### src/rtl/irqc_pkg.sv
package irqc_pkg;
  localparam int VEC_W       = 8;
  localparam int SVR_EN_BIT  = 8;
  localparam int SUPPR_BIT   = 12;
  localparam logic [8:0] SVR_RESET = 9'h0FF;
  typedef logic [VEC_W-1:0] vec_t;
  typedef enum logic { SEL_TPR = 1'b0, SEL_SVR = 1'b1 } wsel_e;
endpackage

### src/rtl/irqc_hi_find.sv
// Highest-set-bit finder, split into words so each word resolves in parallel.
module irqc_hi_find #(
  parameter int N      = 256,
  parameter int WORD_W = 32
) (
  input  logic [N-1:0]         bits,
  output logic                 any,
  output logic [$clog2(N)-1:0] idx
);
  localparam int NW = N / WORD_W;
  localparam int IW = $clog2(N);
  localparam int LW = $clog2(WORD_W);

  logic [NW-1:0] w_any;
  logic [LW-1:0] w_idx [NW];

  for (genvar w = 0; w < NW; w++) begin : g_word
    logic          hit;
    logic [LW-1:0] pos;
    always_comb begin
      hit = |bits[w*WORD_W +: WORD_W];
      pos = '0;
      for (int b = 0; b < WORD_W; b++)
        if (bits[w*WORD_W + b]) pos = LW'(b);
    end
    assign w_any[w] = hit;
    assign w_idx[w] = pos;
  end

  always_comb begin
    any = |w_any;
    idx = '0;
    for (int w = 0; w < NW; w++)
      if (w_any[w]) idx = IW'(w * WORD_W) | IW'(w_idx[w]);
  end
endmodule

### src/rtl/irqc_prio.sv
// Processor priority and class-based gating of the best pending request.
module irqc_prio
  import irqc_pkg::*;
(
  input  vec_t tpr,
  input  logic isr_any,
  input  vec_t isr_hi,
  input  logic irr_any,
  input  vec_t irr_hi,
  input  logic enabled,
  output vec_t ppr,
  output logic deliver
);
  localparam int CW = VEC_W / 2;
  vec_t isr_v;
  logic blocked;

  always_comb begin
    isr_v   = isr_any ? isr_hi : '0;
    ppr     = (tpr[VEC_W-1:CW] >= isr_v[VEC_W-1:CW]) ? tpr : {isr_v[VEC_W-1:CW], {CW{1'b0}}};
    blocked = (ppr != '0) && (irr_hi[VEC_W-1:CW] <= ppr[VEC_W-1:CW]);
    deliver = enabled && irr_any && !blocked;
  end
endmodule

### src/rtl/vec_irq_prio.sv
module vec_irq_prio
  import irqc_pkg::*;
#(
  parameter int WORD_W = 32
) (
  input  logic        clk,
  input  logic        rst_n,
  input  logic        req_valid,
  output logic        req_ready,
  input  logic [7:0]  req_vec,
  input  logic        req_level,
  input  logic        wr_en,
  input  logic        wr_sel,
  input  logic [15:0] wr_data,
  input  logic        ack_req,
  input  logic        eoi_wr,
  output logic        irq_out,
  output logic [7:0]  ppr_out,
  output logic        ack_valid,
  output logic [7:0]  ack_vec,
  output logic        ack_spur,
  output logic        bcast_valid,
  output logic [7:0]  bcast_vec
);
  localparam int NUM_VEC = 1 << VEC_W;

  logic [NUM_VEC-1:0] irr_q, isr_q, tmr_q;
  logic [NUM_VEC-1:0] irr_n, isr_n, tmr_n;
  vec_t               tpr_q;
  logic [8:0]         svr_q;
  logic               suppr_q;

  logic irr_any, isr_any, deliver;
  vec_t irr_hi, isr_hi, ppr;

  irqc_hi_find #(.N(NUM_VEC), .WORD_W(WORD_W)) u_irr_find (
    .bits(irr_q), .any(irr_any), .idx(irr_hi));
  irqc_hi_find #(.N(NUM_VEC), .WORD_W(WORD_W)) u_isr_find (
    .bits(isr_q), .any(isr_any), .idx(isr_hi));

  irqc_prio u_prio (
    .tpr(tpr_q), .isr_any(isr_any), .isr_hi(isr_hi),
    .irr_any(irr_any), .irr_hi(irr_hi),
    .enabled(svr_q[SVR_EN_BIT]), .ppr(ppr), .deliver(deliver));

  // Retire first, then accept, then new requests: later steps win on a shared bit.
  always_comb begin
    irr_n = irr_q;
    isr_n = isr_q;
    tmr_n = tmr_q;
    if (eoi_wr && isr_any) isr_n[isr_hi] = 1'b0;
    if (ack_req && deliver) begin
      irr_n[irr_hi] = 1'b0;
      isr_n[irr_hi] = 1'b1;
    end
    if (req_valid) begin
      irr_n[req_vec] = 1'b1;
      tmr_n[req_vec] = req_level;
    end
  end

  always_ff @(posedge clk or negedge rst_n) begin
    if (!rst_n) begin
      irr_q       <= '0;
      isr_q       <= '0;
      tmr_q       <= '0;
      tpr_q       <= '0;
      svr_q       <= SVR_RESET;
      suppr_q     <= 1'b0;
      ack_valid   <= 1'b0;
      ack_vec     <= '0;
      ack_spur    <= 1'b0;
      bcast_valid <= 1'b0;
      bcast_vec   <= '0;
    end else begin
      irr_q <= irr_n;
      isr_q <= isr_n;
      tmr_q <= tmr_n;
      if (wr_en) begin
        if (wsel_e'(wr_sel) == SEL_SVR) begin
          svr_q   <= wr_data[8:0];
          suppr_q <= wr_data[SUPPR_BIT];
        end else begin
          tpr_q <= wr_data[VEC_W-1:0];
        end
      end
      ack_valid   <= ack_req;
      ack_vec     <= deliver ? irr_hi : svr_q[VEC_W-1:0];
      ack_spur    <= !deliver;
      bcast_valid <= eoi_wr && isr_any && tmr_q[isr_hi] && !suppr_q;
      bcast_vec   <= isr_hi;
    end
  end

  assign req_ready = rst_n;
  assign irq_out   = deliver;
  assign ppr_out   = ppr;
endmodule

### config.mk
export PLATFORM = sky130hd
export DESIGN_NAME = vec_irq_prio
export DESIGN_NICKNAME = d
export VERILOG_FILES = /design/src/rtl/irqc_pkg.sv /design/src/rtl/irqc_hi_find.sv /design/src/rtl/irqc_prio.sv /design/src/rtl/vec_irq_prio.sv
export SDC_FILE = /design/constraint.sdc
export NUM_CORES = 2
export LEC_CHECK = 0
export BUFFER_PORTS_ARGS = -buffer_cell sky130_fd_sc_hd__clkbuf_2
export CAP_MARGIN = 15
export CORE_MARGIN = 2
export CORE_UTILIZATION = 45
export CTS_BUF_LIST = sky130_fd_sc_hd__clkbuf_16
export DETAILED_ROUTE_END_ITERATION = 6
export PLACE_DENSITY = 0.71
export SYNTH_ARGS = -nofsm -noshare
export SYNTH_HDL_FRONTEND = slang
export SYNTH_SLANG_ARGS = --single-unit
export TNS_END_PERCENT = 10
### constraint.sdc
create_clock -name clk -period 6.94 [get_ports clk]
set_clock_uncertainty 0.15 [all_clocks]
set_input_delay 1.735 -clock clk [delete_from_list [all_inputs] [get_ports clk]]
set_output_delay 1.735 -clock clk [all_outputs]
set_load 0.05 [all_outputs]
# Word-level counts from Yosys, hierarchy flattened

Cells that the tools add are included.

Mux-type cells: 528
Eq/ne operators: 0
Multiply operators: 0
Reduce and logical (&&, ||, !) cells: 34
Shifts and indexed selects: 0
$lt $le $gt $ge: 8
Div/mod/pow operators: 0
$add $sub $neg: 0
Bitwise operators: 7

Operators by type and width:

| cell                 | count |
|---|---|
| $mux W5              | 286 |
| $mux W256            | 4 |
| $and A256 B256 Y256  | 2 |
| $not A256 Y256       | 2 |
| $or A256 B256 Y256   | 2 |
| $reduce_or A256 Y1   | 2 |
| $reduce_or A32 Y1    | 16 |
| $mux W4              | 112 |
| $bwmux W256          | 1 |
| $mux W3              | 56 |
| $mux W8              | 11 |
| $mux W2              | 28 |
| $mux W7              | 4 |
| $lt A8 B9 Y1 const B | 3 |
| $demux W1 S8         | 3 |
| $ge A8 B1 Y1 const B | 3 |
| $mux W1              | 20 |
| $mux W6              | 2 |
| $logic_and A1 B1 Y1  | 10 |
| $bmux W1 S8          | 1 |
| $reduce_bool A8 Y1   | 1 |
| $ge A4 B4 Y1         | 1 |
| $le A4 B4 Y1         | 1 |
| $reduce_and A2 Y1    | 2 |
| other kinds (2)      | 4 |

Output and inout bits: 29
Latch bits: 0
Memories kept: 0
Logic and storage cells: 588
Bits in read-only memories: 0
Register bits: 805
RAM bits: 0
Input bits: 32

# Longest topological paths before layout

Word-level depth: 50
Mapped depth: 31
Mapped depth without buffers: 29

# Cells and area by module

A second synthesis with hierarchy kept.

Cells, all modules: 4104
Area total of the unflattened synthesis: 39818.2 µm²

Modules (own cells, without submodules):

| module       | area an instance (µm²) | seq. area each (µm²) | cells each | instances |
|---|---|---|---|---|
| vec_irq_prio | 33449.6                | 20154.3              | 2980       | 1 |
| irqc_hi_find | 2997.9                 | 0.0                  | 539        | 2 |
| irqc_prio    | 372.9                  | 0.0                  | 46         | 1 |

# Worst setup path before layout

Ideal clock, no wire load.

Path type: reg2out
From: register isr_q[20]
To: output irq_out
Buffers on the path: 1
Setup slack: -0.712 ns
Cell stages (with the launch flop): 25
Arrival time: 5.767 ns
Data required time: 5.055 ns
Cell sequence: dfrtp_1 -> nor4_1 -> nand4_1 -> a41oi_1 -> o21ba_2 -> o21ai_0 -> a31oi_1 -> nor2_1 -> ha_1 -> nand2b_1 -> a21o_1 -> a21o_1 -> a21oi_1 -> clkbuf_1 -> inv_1 -> o31ai_1 -> ha_1 -> nor2b_1 -> o21ai_0 -> nand2b_1 -> a21oi_1 -> a41o_1 -> o31ai_1 -> and2_1 -> o31a_2

Cells in the longest elaborated chain, start to end: 27
Elaborated cells on any way between the ends: 30
Those cells by class: order compare: 2; mux: 22; reduce/logical: 6

Ends and longest elaborated chain:

| what                                                      | line               | source |
|---|---|---|
| start, declared                                           | vec_irq_prio.sv:27 | `logic [NUM_VEC-1:0] irr_q, isr_q, tmr_q;` |
| start signal, assigned                                    | vec_irq_prio.sv:77 | `isr_q <= isr_n;` |
| $mux W5 (12 in series)                                    | irqc_hi_find.sv:24 | `if (bits[w*WORD_W + b]) pos = LW'(b);` |
| $mux W5                                                   | irqc_hi_find.sv:34 | `if (w_any[w]) idx = IW'(w * WORD_W) \| IW'(w_idx[w]);` |
| $mux W6                                                   | irqc_hi_find.sv:34 |  |
| $mux W7 (2 in series)                                     | irqc_hi_find.sv:34 |  |
| $mux W8 (4 in series)                                     | irqc_hi_find.sv:34 |  |
| $mux W8 *                                                 | irqc_prio.sv:19    | `isr_v = isr_any ? isr_hi : '0;` |
| $ge A4 B4 Y1                                              | irqc_prio.sv:20    | `ppr = (tpr[VEC_W-1:CW] >= isr_v[VEC_W-1:CW]) ? tpr : {isr_v[VEC_W-1:CW], {CW{1'b0}}};` |
| $mux W8 *                                                 | irqc_prio.sv:20    |  |
| via ppr_out[4]                                            | vec_irq_prio.sv:18 | `output logic [7:0] ppr_out,` |
| $le A4 B4 Y1 / $reduce_bool A8 Y1 (equally long branches) | irqc_prio.sv:21    | `blocked = (ppr != '0) && (irr_hi[VEC_W-1:CW] <= ppr[VEC_W-1:CW]);` |
| $logic_and A1 B1 Y1 *                                     | irqc_prio.sv:21    |  |
| $logic_not A1 Y1 *                                        | irqc_prio.sv:22    | `deliver = enabled && irr_any && !blocked;` |
| $logic_and A1 B1 Y1 *                                     | irqc_prio.sv:22    |  |
| end, declared                                             | vec_irq_prio.sv:17 | `output logic irq_out,` |

The timed path passes the listed nets; every way through them passes the cells marked *.

# Worst setup path after layout

From: register isr_q[27]
To: output irq_out

Cells in the longest elaborated chain, start to end: 20
Elaborated cells on any way between the ends: 23
Those cells by class: order compare: 2; mux: 15; reduce/logical: 6

Ends and longest elaborated chain:

| what                                                      | line |
|---|---|
| $mux W5 (5 in series)                                     | irqc_hi_find.sv:24 |
| $mux W5                                                   | irqc_hi_find.sv:34 |
| $mux W6                                                   | irqc_hi_find.sv:34 |
| $mux W7 (2 in series)                                     | irqc_hi_find.sv:34 |
| $mux W8 (4 in series)                                     | irqc_hi_find.sv:34 |
| $mux W8 *                                                 | irqc_prio.sv:19 |
| $ge A4 B4 Y1                                              | irqc_prio.sv:20 |
| $mux W8 *                                                 | irqc_prio.sv:20 |
| $le A4 B4 Y1 / $reduce_bool A8 Y1 (equally long branches) | irqc_prio.sv:21 |
| $logic_and A1 B1 Y1 *                                     | irqc_prio.sv:21 |
| $logic_not A1 Y1 *                                        | irqc_prio.sv:22 |
| $logic_and A1 B1 Y1 *                                     | irqc_prio.sv:22 |

Mark *: on every way between the ends. The rest lies on a longest branch, timed or not.

==> impl_results.md <==
- Cell taking the most area after synthesis: dfrtp_1
- Maximum clock rate: 140 MHz
- Clock Pin Slew Worst Setup and Hold Paths: 70 ps
- Residual DRC: 0
- Fin cells: 5889
- Mean Syn Cell Area: 9.50 um^2
- Area share of the largest cell type after synthesis: 0.494
- Min-Delay Endpoint: irr_q[0]$_DFF_PN0_
- Synth-to-Final Area Change: 19.3%
- Final Max Tran Viols: 0
- Sequential area share after synthesis: 0.499
- Most frequent cells in the layout: dfrtp_1, nand2_1, nor2_1, buf_4, nand3_1
- Final setup viols: 1
- Final Hold Fails: 0
- Clock tree buffer depth: 3
- Clock latency on the worst-skew pair: 670 ps
- GPL Wtd Cong: slightly above 1
- Commonest non-fill, non-tap cell in the layout: dfrtp_1
- Initial antenna violation count: 20
- Path type of the worst min-delay path: register to register
- Vias: 37.6k
- Row Count: between 100 and 150
- Initial core utilization: 0.455
- Maxcap violations: 0
- Core ar.: 88600 um^2
- Vias per cell: around 6.4
- R2R Path Start: irr_q[125]$_DFF_PN0_
- Xor and xnor area share after synthesis: 0
- Final Hold Slack: around 340 ps
- Layout cell share with drive strength beyond 1: 0.220
- Worst relative slew slack: 0.213
- Final Core Density: 0.543
- Yosys cell types: 90
- Post-route cell area: 48100 um^2
- Total congestion overflow: 0
- Setup Crit Path Kind: register to primary output
- CTS HTree Levels: 3
- Die ar.: 92100 um^2
- Reg2Reg Depth: 18
- Starting DRC count in detailed routing: 5316
- Min-delay src: irr_q[0]$_DFF_PN0_
- Top Ports: 61
- Post-Synth Simple-Gate Area: 0.203
- Fillers: 7974
- Post-Synthesis Net Count: 4290
- CP required: 5060 ps
- Number of I/O port buffers: 54
- Die Ht: 303 um
- Worst slew pin tran: 1180 ps
- Area post-placement: 45100 um^2
- Root buffer cell: clkbuf_16
- Total GRT Usage: 0.344
- Post-synthesis mux area share: 0.0981
- Mapped Area: 40400 um^2
- CTS tree: built
- FF+latch count, synth: 805
- R2R Path End: irr_q[151]$_DFF_PN0_
- Final WS setup: -203 ps
- Critical path arrival: 5260 ps
- Dpl cells: 5717
- Ys async rst share: 1.00
- EDFF count, synth: 0
- Routed Antenna Nets: 0
- CP Launch Type: register
- Cell depth of the worst hold path: 1
- Main combinational cell family by area after synthesis: simple AND/OR/NAND/NOR gates
- Drt pass-1 iters: 6
- Status: complete, but fails checks
- Routed WL: 160000 um
- RSZ-0062 raised after global routing: yes
- CP Capture Type: primary output
- Pin count of the biggest net entering global routing: 182
- Yosys Warn Count: 0
- Post-DP HPWL: 110000 um
- Nets: 4687
- R2R setup slack: 540 ps
- Crit Path Max Fanout: 4
- First-pass GRT wire length: 233000 um
- Routed WL per cell: 27.1 um
- Synthesized-area fraction occupied by adder cells: 0.00248
- Post-synthesis compound-gate area fraction: 0.163
- CTS Sinks: 805
- Failing checks: negative setup slack
- TritonCTS buffer count: 87
- Gate Count Post-Synth: 4250
- Vias in the first global route: ~36k
- Minimum clock period: 7140 ps
- Synth area leaders: dfrtp_1, mux2_2, a21o_1
- Die width: around 300 um
- Final Cycle Share: 1.03
- Most used DFF post-synth: dfrtp_1
[area by class of cell]
class	instances	area (um^2)	area share
Clock inverter	67	460	0.00956
Antenna cell	7	17.5	0.000364
Tap cell	1165	1460	0.0303
Inverter	111	424	0.00881
Sequential cell	805	20200	0.419
Multi-Input combinational cell	3114	19200	0.399
Clock buffer	92	2300	0.0478
Timing Repair Buffer	528	4130	0.0858
[cells in the mapped netlist (8+ instances only)]
cell type / instances
inv_1: 108
or4_1: 28
nand2b_1: 32
nor2b_1: 41
buf_2: 56
a21boi_0: 15
o311ai_0: 19
nand3_1: 338
o31ai_1: 50
dfstp_2: 8
o211ai_1: 17
mux2_2: 284
a2111oi_0: 13
and3_1: 26
clkbuf_1: 148
and2_1: 8
o21ai_1: 9
mux2i_1: 75
a211oi_1: 29
o21ai_0: 327
a21o_1: 257
o21bai_1: 37
nand2_1: 496
ha_1: 8
o21a_1: 8
o31a_1: 9
nor3_1: 46
nor4_1: 134
dfrtp_1: 797
nand4_1: 36
a31oi_1: 27
a21oi_1: 107
nor2_1: 484
and3b_1: 13
[flip-flops by register name (all words and copies together), names as in the netlist]
signal / count
irr_q: 256
isr_q: 256
tmr_q: 256
svr_q: 9
ack_vec: 8
bcast_vec: 8
tpr_q: 8
ack_spur: 1
ack_valid: 1
bcast_valid: 1
suppr_q: 1
[timing repair]
action                     4_1_cts  5_1_grt
setup buffers                    7        0
hold buffers                     0        0
pin swaps                       17        2
gates resized for setup         33       15
setup endpoints to repair        3        1
[stage by stage]
| step | setup slack (ps) | TNS, ps |
|---|---|---|
| 6_report | -203 | -203 |
| 5_1_grt | -349 | -349 |
| 4_1_cts | -167 | -167 |
| 3_5_place_dp | -178 | -178 |
| 3_3_place_gp | -285 | -285 |
| 2_1_floorplan | 14.3 | 0 |
[how the worst max path moves through the flow]
stage,from,endpoint,slack (ps)
after global routing,isr_q[22]$_DFF_PN0_,irq_out,-350
after CTS,isr_q[42]$_DFF_PN0_,irq_out,-170
final,isr_q[27]$_DFF_PN0_,irq_out,-200
after floorplan,isr_q[20]$_DFF_PN0_,irq_out,10
after global placement,isr_q[24]$_DFF_PN0_,irq_out,-290
after detailed placement,isr_q[24]$_DFF_PN0_,irq_out,-180
[layer usage]
layer / GRT usage / vias up / wire [um]
met2: 0.501 / 2324 / 67200
met3: 0.0995 / 592 / 20500
met5: 0 / - / 77
met4: 0.218 / 12 / 11800
met1: 0.451 / 18500 / 60100
li1: - / 16100 / -
[critical path, cell delays in order, from the launching register on]
cell and delay [ps]:
dfrtp_1 390, nor4_2 340, buf_4 180, nand4_1 180, a41oi_2 220, o21ba_4 210, o21ai_1 60, buf_4 160
a31oi_4 240, nor2_1 80, ha_1 280, nand2b_4 130, a21o_1 170, a21o_1 170, a21oi_4 170, nor2_1 60
a21o_1 170, ha_1 280, nor2b_1 130, o21ai_1 60, nand2b_1 70, a21oi_1 60, a41o_1 190, o31ai_1 60
and2_1 170, o31a_2 200, buf_12 150
[cell families after synthesis]
group	after synthesis
adders and majority gates	8
muxes	360
DFF	805
and+or+nand+nor	1740
buffers and inverters	331
AOI/OAI and AO/OA	1006
Power is not shown: default switching activity piles up to over one toggle a cycle in this logic, so the estimate is an artifact.
